`config.mk`:
```
export PLATFORM = sky130hd
export DESIGN_NAME = wdog_trip_top
export DESIGN_NICKNAME = d
export VERILOG_FILES = /design/src/rtl/wdog_pkg.sv /design/src/rtl/wdog_lock.sv /design/src/rtl/wdog_counter.sv /design/src/rtl/wdog_status.sv /design/src/rtl/wdog_trip.sv /design/src/rtl/wdog_trip_top.sv
export SDC_FILE = /design/constraint.sdc
export NUM_CORES = 1
export LEC_CHECK = 0
export BUFFER_PORTS_ARGS = -buffer_cell sky130_fd_sc_hd__buf_2
export CELL_PAD_IN_SITES_DETAIL_PLACEMENT = 0
export CELL_PAD_IN_SITES_GLOBAL_PLACEMENT = 2
export CORE_MARGIN = 2
export CORE_UTILIZATION = 37
export DETAILED_ROUTE_END_ITERATION = 8
export HOLD_SLACK_MARGIN = 0.1
export PLACE_DENSITY_LB_ADDON = 0.1
export SYNTH_ARGS = -nofsm -noshare
export SYNTH_HDL_FRONTEND = slang
export SYNTH_HIERARCHICAL = 1
export SYNTH_SLANG_ARGS = --single-unit
```
`constraint.sdc`:
```
create_clock -name clk -period 4.82 [get_ports clk]
set_input_delay 0.964 -clock clk [delete_from_list [all_inputs] [get_ports clk]]
set_output_delay 0.964 -clock clk [all_outputs]
set_load 0.05 [all_outputs]
```
`src/rtl/wdog_pkg.sv`:
```
package wdog_pkg;
  localparam int DW = 32;
  localparam int AW = 3;

  localparam logic [AW-1:0] ADDR_UNLOCK = 3'd0;
  localparam logic [AW-1:0] ADDR_CTRL   = 3'd1;
  localparam logic [AW-1:0] ADDR_RELOAD = 3'd2;
  localparam logic [AW-1:0] ADDR_TRIP   = 3'd3;
  localparam logic [AW-1:0] ADDR_CMD    = 3'd4;
  localparam logic [AW-1:0] ADDR_CUR    = 3'd5;
  localparam logic [AW-1:0] ADDR_STAT   = 3'd6;

  localparam logic [DW-1:0] UNLOCK_KEY = 32'hAD21_AD21;

  localparam int ST_EXP = 0;
  localparam int ST_ERR = 1;
  localparam int ST_W   = 2;

  typedef struct packed {
    logic err;
    logic exp;
  } wdog_flags_t;
endpackage

```
`src/rtl/wdog_lock.sv`:
```
module wdog_lock
  import wdog_pkg::*;
#(
  parameter int DATA_W = DW,
  parameter int ADDR_W = AW
) (
  input  logic              clk,
  input  logic              rst_n,
  input  logic              sys_rst_n,
  input  logic              wr_i,
  input  logic [ADDR_W-1:0] addr_i,
  input  logic [DATA_W-1:0] wdata_i,
  output logic              unlocked_o,
  output logic              cfg_we_o,
  output logic              illegal_o
);
  localparam logic [DATA_W-1:0] KEY = DATA_W'(UNLOCK_KEY);

  logic unl_q, unl_d, unl_ce;
  logic cfg_sel;

  always_comb begin
    cfg_sel = wr_i && ((addr_i == ADDR_CTRL) || (addr_i == ADDR_RELOAD) ||
                       (addr_i == ADDR_TRIP) || (addr_i == ADDR_CMD));
  end

  always_comb begin
    unl_ce = 1'b0;
    unl_d  = unl_q;
    if (!sys_rst_n) begin
      unl_ce = 1'b1;
      unl_d  = 1'b0;
    end else if (wr_i && (addr_i == ADDR_UNLOCK)) begin
      unl_ce = 1'b1;
      unl_d  = (wdata_i == KEY);
    end
  end

  always_ff @(posedge clk or negedge rst_n) begin
    if (!rst_n) unl_q <= 1'b0;
    else if (unl_ce) unl_q <= unl_d;
  end

  assign unlocked_o = unl_q;
  assign cfg_we_o   = sys_rst_n && cfg_sel && unl_q;
  assign illegal_o  = sys_rst_n && cfg_sel && !unl_q;

  // a key write always opens, anything else always closes
  a_r4_key_unlocks: assert property (@(posedge clk) disable iff (!rst_n || !sys_rst_n)
    (sys_rst_n && wr_i && addr_i == ADDR_UNLOCK && wdata_i == KEY) |=> unl_q);
  a_r4_other_locks: assert property (@(posedge clk) disable iff (!rst_n || !sys_rst_n)
    (sys_rst_n && wr_i && addr_i == ADDR_UNLOCK && wdata_i != KEY) |=> !unl_q);
endmodule

```
`src/rtl/wdog_counter.sv`:
```
module wdog_counter #(
  parameter int CNT_W = 32
) (
  input  logic             clk,
  input  logic             rst_n,
  input  logic             sys_rst_n,
  input  logic             en_i,
  input  logic             load_i,
  input  logic             force_i,
  input  logic [CNT_W-1:0] reload_i,
  output logic [CNT_W-1:0] cnt_o,
  output logic             expire_o
);
  localparam logic [CNT_W-1:0] ONE = CNT_W'(1);

  logic [CNT_W-1:0] cnt_q, cnt_d;
  logic             cnt_ce;
  logic             at_zero;

  assign at_zero  = (cnt_q == '0);
  assign expire_o = sys_rst_n && (force_i || (en_i && at_zero));

  always_comb begin
    cnt_ce = 1'b0;
    cnt_d  = cnt_q;
    if (!sys_rst_n) begin
      cnt_ce = 1'b1;
      cnt_d  = '0;
    end else if (expire_o || load_i) begin
      cnt_ce = 1'b1;
      cnt_d  = reload_i;
    end else if (en_i) begin
      cnt_ce = 1'b1;
      cnt_d  = cnt_q - ONE;
    end
  end

  always_ff @(posedge clk or negedge rst_n) begin
    if (!rst_n) cnt_q <= '0;
    else if (cnt_ce) cnt_q <= cnt_d;
  end

  assign cnt_o = cnt_q;

  // one step down per enabled clock
  a_r1_decrement: assert property (@(posedge clk) disable iff (!rst_n || !sys_rst_n)
    (sys_rst_n && en_i && !at_zero && !load_i && !force_i) |=> (cnt_q == $past(cnt_q) - ONE));
  // expiry or command copies the reload value
  a_r2_reload_on_expire: assert property (@(posedge clk) disable iff (!rst_n || !sys_rst_n)
    (expire_o || (sys_rst_n && load_i)) |=> (cnt_q == $past(reload_i)));
  // disabled count holds
  a_r1_hold_when_off: assert property (@(posedge clk) disable iff (!rst_n || !sys_rst_n)
    (sys_rst_n && !en_i && !load_i && !force_i) |=> $stable(cnt_q));
endmodule

```
`src/rtl/wdog_status.sv`:
```
module wdog_status
  import wdog_pkg::*;
(
  input  logic            clk,
  input  logic            rst_n,
  input  logic            sys_rst_n,
  input  wdog_flags_t     set_i,
  input  logic [ST_W-1:0] clr_i,
  output wdog_flags_t     flags_o
);
  logic [ST_W-1:0] st_q, st_d;

  always_comb begin
    if (!sys_rst_n) st_d = '0;
    else            st_d = (st_q & ~clr_i) | {set_i.err, set_i.exp};
  end

  always_ff @(posedge clk or negedge rst_n) begin
    if (!rst_n) st_q <= '0;
    else        st_q <= st_d;
  end

  assign flags_o.exp = st_q[ST_EXP];
  assign flags_o.err = st_q[ST_ERR];

  // expiry leaves a sticky flag
  a_r2_exp_flag_set: assert property (@(posedge clk) disable iff (!rst_n || !sys_rst_n)
    set_i.exp |=> st_q[ST_EXP]);
  // locked write leaves the error flag
  a_r3_err_flag_set: assert property (@(posedge clk) disable iff (!rst_n || !sys_rst_n)
    set_i.err |=> st_q[ST_ERR]);
  // a flag only falls through a write of one
  a_r6_sticky_exp: assert property (@(posedge clk) disable iff (!rst_n || !sys_rst_n)
    (sys_rst_n && st_q[ST_EXP] && !clr_i[ST_EXP]) |=> st_q[ST_EXP]);
  a_r6_clear_exp: assert property (@(posedge clk) disable iff (!rst_n || !sys_rst_n)
    (sys_rst_n && clr_i[ST_EXP] && !set_i.exp) |=> !st_q[ST_EXP]);
endmodule

```
`src/rtl/wdog_trip.sv`:
```
module wdog_trip #(
  parameter int DATA_W = 32,
  parameter int EXP_W  = 32
) (
  input  logic              clk,
  input  logic              rst_n,
  input  logic              sys_rst_n,
  input  logic              expire_i,
  input  logic              trip_we_i,
  input  logic [DATA_W-1:0] wdata_i,
  output logic [DATA_W-1:0] trip_o,
  output logic              rst_req_o
);
  localparam logic [EXP_W-1:0] EXP_MAX = '1;
  localparam logic [EXP_W-1:0] EXP_ONE = EXP_W'(1);

  logic [DATA_W-1:0] trip_q;
  logic [EXP_W-1:0]  exp_q, exp_d;
  logic              exp_ce;
  logic              rst_q, rst_d;
  logic              hit;

  assign hit = (DATA_W'(exp_q) == trip_q);

  always_ff @(posedge clk or negedge rst_n) begin
    if (!rst_n) trip_q <= '0;
    else if (trip_we_i) trip_q <= wdata_i;
  end

  always_comb begin
    exp_ce = 1'b0;
    exp_d  = exp_q;
    if (!sys_rst_n) begin
      exp_ce = 1'b1;
      exp_d  = '0;
    end else if (expire_i && (exp_q != EXP_MAX)) begin
      exp_ce = 1'b1;
      exp_d  = exp_q + EXP_ONE;
    end
  end

  always_ff @(posedge clk or negedge rst_n) begin
    if (!rst_n) exp_q <= '0;
    else if (exp_ce) exp_q <= exp_d;
  end

  always_comb begin
    rst_d = rst_q | (expire_i && hit);
  end

  always_ff @(posedge clk or negedge rst_n) begin
    if (!rst_n) rst_q <= 1'b0;
    else        rst_q <= rst_d;
  end

  assign trip_o    = trip_q;
  assign rst_req_o = rst_q;

  // once raised the request holds until hardware reset
  a_r8_rst_latched: assert property (@(posedge clk) disable iff (!rst_n)
    rst_q |=> rst_q);
  // system reset does not touch the trip value
  a_r8_trip_survives: assert property (@(posedge clk) disable iff (!rst_n)
    (!sys_rst_n) |=> $stable(trip_q));
  // limit zero escalates on the first expiry
  a_r7_zero_trip: assert property (@(posedge clk) disable iff (!rst_n)
    (expire_i && trip_q == '0 && exp_q == '0) |=> rst_q);
endmodule

```
`src/rtl/wdog_trip_top.sv`:
```
module wdog_trip_top
  import wdog_pkg::*;
#(
  parameter int DATA_W = DW,
  parameter int ADDR_W = AW,
  parameter int EXP_W  = 32
) (
  input  logic              clk,
  input  logic              rst_n,
  input  logic              sys_rst_n,
  input  logic              bus_wr,
  input  logic [ADDR_W-1:0] bus_addr,
  input  logic [DATA_W-1:0] bus_wdata,
  output logic [DATA_W-1:0] bus_rdata,
  output logic              wd_rst_o,
  output logic              wd_err_o
);
  localparam int SYNC_D = 2;

  logic [SYNC_D-1:0] rsync_q;
  logic              rst_int_n;

  always_ff @(posedge clk or negedge rst_n) begin
    if (!rst_n) rsync_q <= '0;
    else        rsync_q <= {rsync_q[SYNC_D-2:0], 1'b1};
  end
  assign rst_int_n = rsync_q[SYNC_D-1];

  logic              unlocked, cfg_we, illegal;
  logic              en_q, en_d, en_ce;
  logic [DATA_W-1:0] rel_q, rel_d;
  logic              rel_ce;
  logic [DATA_W-1:0] cnt;
  logic              expire;
  logic [DATA_W-1:0] trip;
  wdog_flags_t       flags, flag_set;
  logic [ST_W-1:0]   flag_clr;
  logic              load_cmd;

  wdog_lock #(.DATA_W(DATA_W), .ADDR_W(ADDR_W)) u_lock (
    .clk(clk), .rst_n(rst_int_n), .sys_rst_n(sys_rst_n),
    .wr_i(bus_wr), .addr_i(bus_addr), .wdata_i(bus_wdata),
    .unlocked_o(unlocked), .cfg_we_o(cfg_we), .illegal_o(illegal)
  );

  always_comb begin
    en_ce = 1'b0;
    en_d  = en_q;
    if (!sys_rst_n) begin
      en_ce = 1'b1;
      en_d  = 1'b0;
    end else if (cfg_we && bus_addr == ADDR_CTRL) begin
      en_ce = 1'b1;
      en_d  = bus_wdata[0];
    end
  end

  always_comb begin
    rel_ce = 1'b0;
    rel_d  = rel_q;
    if (!sys_rst_n) begin
      rel_ce = 1'b1;
      rel_d  = '0;
    end else if (cfg_we && bus_addr == ADDR_RELOAD) begin
      rel_ce = 1'b1;
      rel_d  = bus_wdata;
    end
  end

  always_ff @(posedge clk or negedge rst_int_n) begin
    if (!rst_int_n) begin
      en_q  <= 1'b0;
      rel_q <= '0;
    end else begin
      if (en_ce)  en_q  <= en_d;
      if (rel_ce) rel_q <= rel_d;
    end
  end

  assign load_cmd = cfg_we && (bus_addr == ADDR_CMD);

  wdog_counter #(.CNT_W(DATA_W)) u_cnt (
    .clk(clk), .rst_n(rst_int_n), .sys_rst_n(sys_rst_n),
    .en_i(en_q), .load_i(load_cmd), .force_i(illegal),
    .reload_i(rel_q), .cnt_o(cnt), .expire_o(expire)
  );

  wdog_trip #(.DATA_W(DATA_W), .EXP_W(EXP_W)) u_trip (
    .clk(clk), .rst_n(rst_int_n), .sys_rst_n(sys_rst_n),
    .expire_i(expire), .trip_we_i(cfg_we && bus_addr == ADDR_TRIP),
    .wdata_i(bus_wdata), .trip_o(trip), .rst_req_o(wd_rst_o)
  );

  always_comb begin
    flag_set.exp = expire;
    flag_set.err = illegal;
    flag_clr     = (bus_wr && bus_addr == ADDR_STAT) ? bus_wdata[ST_W-1:0] : '0;
  end

  wdog_status u_stat (
    .clk(clk), .rst_n(rst_int_n), .sys_rst_n(sys_rst_n),
    .set_i(flag_set), .clr_i(flag_clr), .flags_o(flags)
  );

  always_comb begin
    bus_rdata = '0;
    case (bus_addr)
      ADDR_UNLOCK: bus_rdata[0] = unlocked;
      ADDR_CTRL:   bus_rdata[0] = en_q;
      ADDR_RELOAD: bus_rdata    = rel_q;
      ADDR_TRIP:   bus_rdata    = trip;
      ADDR_CUR:    bus_rdata    = cnt;
      ADDR_STAT:   bus_rdata    = DATA_W'({flags.err, flags.exp});
      default:     bus_rdata    = '0;
    endcase
  end

  assign wd_err_o = flags.err;

  // a locked configuration write leaves stored values alone
  a_r3_locked_hold: assert property (@(posedge clk) disable iff (!rst_int_n || !sys_rst_n)
    illegal |=> ($stable(rel_q) && $stable(en_q) && $stable(trip)));
  // the count word is not writable
  a_r5_cur_readonly: assert property (@(posedge clk) disable iff (!rst_int_n || !sys_rst_n)
    (sys_rst_n && bus_wr && bus_addr == ADDR_CUR && !en_q) |=> $stable(cnt));
  // error output tracks the status word
  a_r9_err_matches: assert property (@(posedge clk) disable iff (!rst_int_n)
    (wd_err_o == bus_rdata[ST_ERR]) || (bus_addr != ADDR_STAT));
endmodule

```
==> Yosys cells after proc, flatten, opt, wreduce, memory -nomap -nowiden <==
Index checks and enable logic that the tools add are counted.
{ "word_totals": {"register_bits": 135, "input_bits": 39, "output_inout_bits": 34, "wordCells": 82} }
{ "op_classes": {"addsub": 2, "n_eq_ne": 14, "n_mux": 26, "n_bitwise": 4, "n_reduce_logical": 27} }
{ "op_table": {"columns": ["op", "n"], "rows": [
  ["32-bit two-way mux", 7],
  ["31-bit case mux with 4 select lines", 1],
  ["32-bit by 1-bit adder with 32-bit output, second input constant", 1],
  ["32-bit equality test", 1],
  ["32-bit equality test, second input constant", 1],
  ["32-bit zero test", 1],
  ["32-bit != test, second input constant", 1],
  ["32-bit by 1-bit subtractor with 32-bit output, second input constant", 1],
  ["1-bit two-way mux", 15],
  ["1-bit logical AND", 14],
  ["2-bit AND reduction", 5],
  ["3-bit equality test, second input constant", 3],
  ["2-bit by 1-bit != test with 1-bit output, second input constant", 4],
  ["3-bit by 2-bit equality test with 1-bit output, second input constant", 2],
  ["1-bit case mux with 6 select lines", 1],
  ["1-bit logical OR", 5],
  ["2-bit two-way mux", 2],
  ["3-bit by 1-bit equality test with 1-bit output, second input constant", 1],
  ["3-bit zero test", 1],
  ["3-bit by 1-bit != test with 1-bit output, second input constant", 1],
  ["2-bit bitwise AND", 1],
  ["2-bit inverter", 1],
  ["2-bit OR", 1],
  ["1-bit zero test", 1],
  ["1-bit OR", 1]
]} }

==> Longest topological paths before layout <==
{ "depth": {"depth_word": 13, "depth_mapped": 11, "depth_no_buf": 11} }

==> Modules after synthesis <==
Netlist, hierarchy kept.
{ "by_module_without_submodules": {"columns": ["module", "n_inst", "cells_per_inst", "area_each_um2", "seq_area_each_um2"], "rows": [
  ["wdog_trip", 1, 315, 3404.5, 1626.6],
  ["wdog_trip_top", 1, 268, 2184.6, 875.8],
  ["wdog_counter", 1, 208, 1971.9, 800.8],
  ["wdog_lock", 1, 22, 191.4, 25.0],
  ["wdog_status", 1, 6, 92.6, 50.0]
]} }

==> Worst setup path after synthesis <==
No wires, ideal clock.
{ "synth_path": {"path_kind": "input to output", "start": "in bus_addr[0]", "end": "out bus_rdata[10]", "arrival_time_ns": 2.525, "required_time_ns": 3.856, "slack_ns": 1.331, "cell_stages": 4, "path_buffers": 2, "path_cell_list": "buf_6 > buf_2 > mux2i_1 > o21ai_0"} }
{ "synth_between": {"elab_chain_len": 2, "elab_cells_between_ends": 5, "cone_classes": "4 x eq/ne; 1 x mux"} }
{ "synth_lines": {"columns": ["item", "line", "source"], "rows": [
  ["from (decl)", "wdog_trip_top.sv:12", "input logic [ADDR_W-1:0] bus_addr,"],
  ["3-bit equality test or 3-bit by 2-bit equality test with 1-bit output (tied branches)", "wdog_trip_top.sv:107", "case (bus_addr)"],
  ["31-bit case mux with 4 select lines (*)", "wdog_trip_top.sv:107", null],
  ["to (decl)", "wdog_trip_top.sv:14", "output logic [DATA_W-1:0] bus_rdata,"]
]} }
Mark *: on every way between the ends. The rest lies on a longest branch, timed or not.

==> Final worst setup path <==
{ "layout_path": {"start": "reg u_cnt.cnt_q[0] (netlist: u_cnt/cnt_o[0])", "end": "reg u_trip.exp_q[23]"} }
{ "layout_between": {"elab_chain_len": 8, "elab_cells_between_ends": 9, "cone_classes": "1 x eq/ne; 2 x mux; 6 x reduce/logical"} }
{ "layout_lines": {"columns": ["item", "line", "source"], "rows": [
  ["from (decl)", "wdog_counter.sv:16", "logic [CNT_W-1:0] cnt_q, cnt_d;"],
  ["from (signal assigned)", "wdog_counter.sv:40", "else if (cnt_ce) cnt_q <= cnt_d;"],
  ["32-bit zero test (*)", "wdog_counter.sv:20", "assign at_zero = (cnt_q == '0);"],
  ["1-bit logical AND (*)", "wdog_counter.sv:21", "assign expire_o = sys_rst_n && (force_i || (en_i && at_zero));"],
  ["1-bit logical OR (*)", "wdog_counter.sv:21", null],
  ["1-bit logical AND (*)", "wdog_counter.sv:21", null],
  ["net expire", "wdog_trip_top.sv:34", "logic expire;"],
  ["1-bit logical AND (*)", "wdog_trip.sv:36", "end else if (expire_i && (exp_q != EXP_MAX)) begin"],
  ["1-bit two-way mux", "wdog_trip.sv:36", null],
  ["1-bit two-way mux", "wdog_trip.sv:33", "if (!sys_rst_n) begin"],
  ["2-bit AND reduction (no line) (*)", null, null],
  ["to (signal assigned)", "wdog_trip.sv:44", "else if (exp_ce) exp_q <= exp_d;"],
  ["to (decl)", "wdog_trip.sv:18", "logic [EXP_W-1:0] exp_q, exp_d;"]
]} }
The timed path passes the listed nets; every way through them passes the cells marked *.
A chain may end at the register's enable or synchronous reset.

==> summary.txt <==
Status
  – Outcome: finished, final reports clean

Placed design
  – Area after DPL: 0.00842 mm²
  – Worst slack, placed: 0.718 ns
  – DP Wirelength: 17,300 µm
  – I/O Buffers: 72
  – Inst Count DP: 1,128
  – GP Congestion: 0.842

Worst setup path
  – CP Cell Sequence: inv_1, ha_1, nand3b_1, nor4_2, buf_4, a31oi_1, nor2_1, nand3_1, nor3_2, o211ai_1, or3_1, a21oi_1
  – CP Class: register to register
  – Reg2Reg Depth: 12
  – Reg2reg start: u_cnt/cnt_o[0]
  – Crit Reg-Reg Endpoint: u_trip/exp_q[23]
  – Crit start category: register
  – Family with the most delay on the worst path: simple AND/OR/NAND/NOR gates
  – Critical Path RT: 5.15 ns
  – R2R setup slack: 1.02 ns
  – Worst EP arrival: 4.14 ns
  – Crit-path slowest cell: nor2_1
  – Crit path max fanout: 9
  – Worst Path Buf+Inv: 2
  – Crit path capture type: register
  – Max incr delay on CP: 0.47 ns

GRT
  – Met3 GRT Util: 3.60%
  – Gr usage total: 22.2%
  – Initial antenna violation count: 0
  – Vias in the first global route: 6,377
  – First-pass GRT wire length: 37,700 µm
  – GR Util met1: 32.0%
  – Overflow after GRT: 0
  – Routing usage on met2: 34.9%
  – Largest net degree at the start of global routing: 73
  – GRT busiest layer: met2

Yosys
  – Mapped cell area: 0.00785 mm²
  – Yosys cell types: 65
  – Seq/Total Area, Yosys: 43.1%
  – Yosys reg bits: 135
  – Syn. warnings: 6
  – Ys flop type: dfrtp_1
  – Post-synth EDFFs: 0
  – Syn_nets: 860
  – Mapped Avg Cell Area: 9.58 µm²
  – Ys async rst share: 100%
  – Cell count after synthesis: 819

STA
  – Final worst-path cycle share: 78.9%
  – Setup ws final: 1.02 ns
  – Max Slew Vio Count: 0
  – RSZ-0062 raised after global routing: no
  – Setup-failing EPs final: 0
  – Worst-Margin Slew: 1.20 ns
  – Max Clock Freq: 263 MHz
  – Final Skew: 0.0104 ns
  – Number of hold violations in the final report: 0
  – Fin crit period: 3.80 ns
  – Max-slew headroom: 19.3%
  – Hold Slack: 0.319 ns
  – Setup TNS: 0 ns

Clock network
  – Clock Pin Slew Worst Setup and Hold Paths: 0.06 ns
  – Postcts setup bufs: 0
  – CTS root buf: clkbuf_16
  – # H-tree levels: 4
  – Clk Latency, worst-skew pair: 0.42 ns
  – Clock sink count: 135
  – CTS tree: done
  – CTS resizes: 0
  – Max Buffers Root-to-Sink: 2
  – Cts hold-fix bufs: 0
  – CTS Buf Count: 17

Run
  – Max-cap viol count: 0

Final layout
  – Core Util, Final: 43.4%
  – Ant diodes: 0
  – Final Non-Filler Cells: 1,160
  – Fillers: 2,138
  – Finished Cell Area: 0.00906 mm²
  – Area added between synthesis and finish: 15.5%
  – Share of post-route cells with drive strength above 1: 20.9%
  – Nets: 913

Die
  – Area of the core: 0.0209 mm²
  – Num rows: 53
  – Ports: 73
  – Die Area: 0.0224 mm²
  – Initial core utilization: 37.6%
  – Die width: 150 µm
  – Die height: 150 µm

Detailed routing
  – Final WL: 23,900 µm
  – DR vias/cell: 5.46
  – Number of DRC markers in iteration 0: 387
  – Via Count: 6,333
  – TritonRoute pass-1 iters: 5
  – DR WL/cell: 20.6 µm
  – DRC errors left: 0
  – Final antenna-violating net count: 0

Worst hold path
  – Hold Crit Class: input pin to async pin

Power and ir drop
  – Static Leakage: 4.18 nW
  – PwrDens: 312 mW/mm²
  – Worst VDD drop: 0.000274 V
  – Pwr Total: 2.83 mW
[worst register-to-register path, stage by stage (launching register included)]
cell	delay, ns
dfrtp_1	0.42
inv_1	0.08
ha_1	0.16
nand3b_1	0.25
nor4_2	0.33
buf_4	0.24
a31oi_1	0.11
nor2_1	0.47
nand3_1	0.41
nor3_2	0.44
o211ai_1	0.25
or3_1	0.41
a21oi_1	0.15
[worst max-delay path by stage]
stage	startpoint	endpoint	slack [ns]	cells after the start
after floorplan	rsync_q[1]	en_q	0.78	0
after global placement	bus_addr[1]	u_trip/exp_q[23]	0.87	12
after detailed placement	bus_addr[1]	u_trip/exp_q[23]	0.72	12
after CTS	u_cnt/cnt_o[26]	u_trip/exp_q[23]	1.02	9
after global routing	u_cnt/cnt_o[0]	u_trip/exp_q[23]	0.71	12
final	u_cnt/cnt_o[0]	u_trip/exp_q[23]	1.02	12
[logic make-up after synthesis]
kind of cell | synth area share (%)
and+or+nand+nor | 22.3
AOI/OAI and AO/OA | 12.4
DFF | 43.1
muxes | 10.1
xor gates and xnor gates | 8.15
buffers and inverters | 3.54
adders and majority gates | 0.319
other | 0.0478
[final cells by class]
| class | count | area [µm²] | area share [%] |
|---|---|---|---|
| multi-input combinational | 626 | 4210 | 46.5 |
| sequential | 135 | 3380 | 37.3 |
| clock buffer | 23 | 468 | 5.16 |
| timing repair buffer | 85 | 458 | 5.05 |
| tap | 275 | 344 | 3.80 |
| clock inverter | 9 | 173 | 1.91 |
| inverter | 7 | 26.3 | 0.290 |
[cell usage in the layout, fill, tap and decap left out, types with 23 or more instances in the layout]
cell type / instances
dfrtp_1: 134
mux2_2: 33
nor2_1: 53
xnor2_1: 29
nand3_1: 60
xor2_1: 44
a21oi_1: 23
buf_2: 72
o21ai_0: 81
mux2i_1: 40
nand2_1: 93
[synth_stat cells, types with 6 or more instances]
library cell	number	area, µm²
nand2_1	93	349
a31oi_1	6	37.5
o21ai_0	81	405
dfrtp_1	135	3380
buf_1	6	22.5
a211oi_2	14	175
nor4_1	17	106
xnor2_1	29	254
a21oi_1	23	115
or3_1	14	87.6
nand4_1	8	50.1
and3_1	7	43.8
buf_2	16	80.1
nand3_1	60	300
clkbuf_1	20	75.1
mux2i_1	40	400
inv_1	6	22.5
nand2b_1	8	50.1
a211oi_1	7	52.6
mux2_2	33	372
or4_1	9	67.6
nor2_1	53	199
nor3_1	14	70.1
xor2_1	44	385
[sequential cells by signal (all words and copies together) (netlist names)]
name,cells
u_stat/flags_o,2
u_trip/exp_q,32
en_q,1
u_trip/trip_o,32
u_trip/rst_req_o,1
u_lock/unlocked_o,1
u_cnt/cnt_o,32
rel_q,32
rsync_q,2
[report_power, final]
group	total [mW]	internal (mW)	switching [mW]
combinational	0.213	0.0695	0.144
clock	1.43	0.943	0.487
sequential	1.18	1.15	0.0336
[routing by layer]
layer	share of wire, %	up-vias
met2	47	146
met4	1.3	0
met3	4.4	19
li1	-	3071
met1	47	3097
met5	0	-
(Power assumes the default switching activity.)
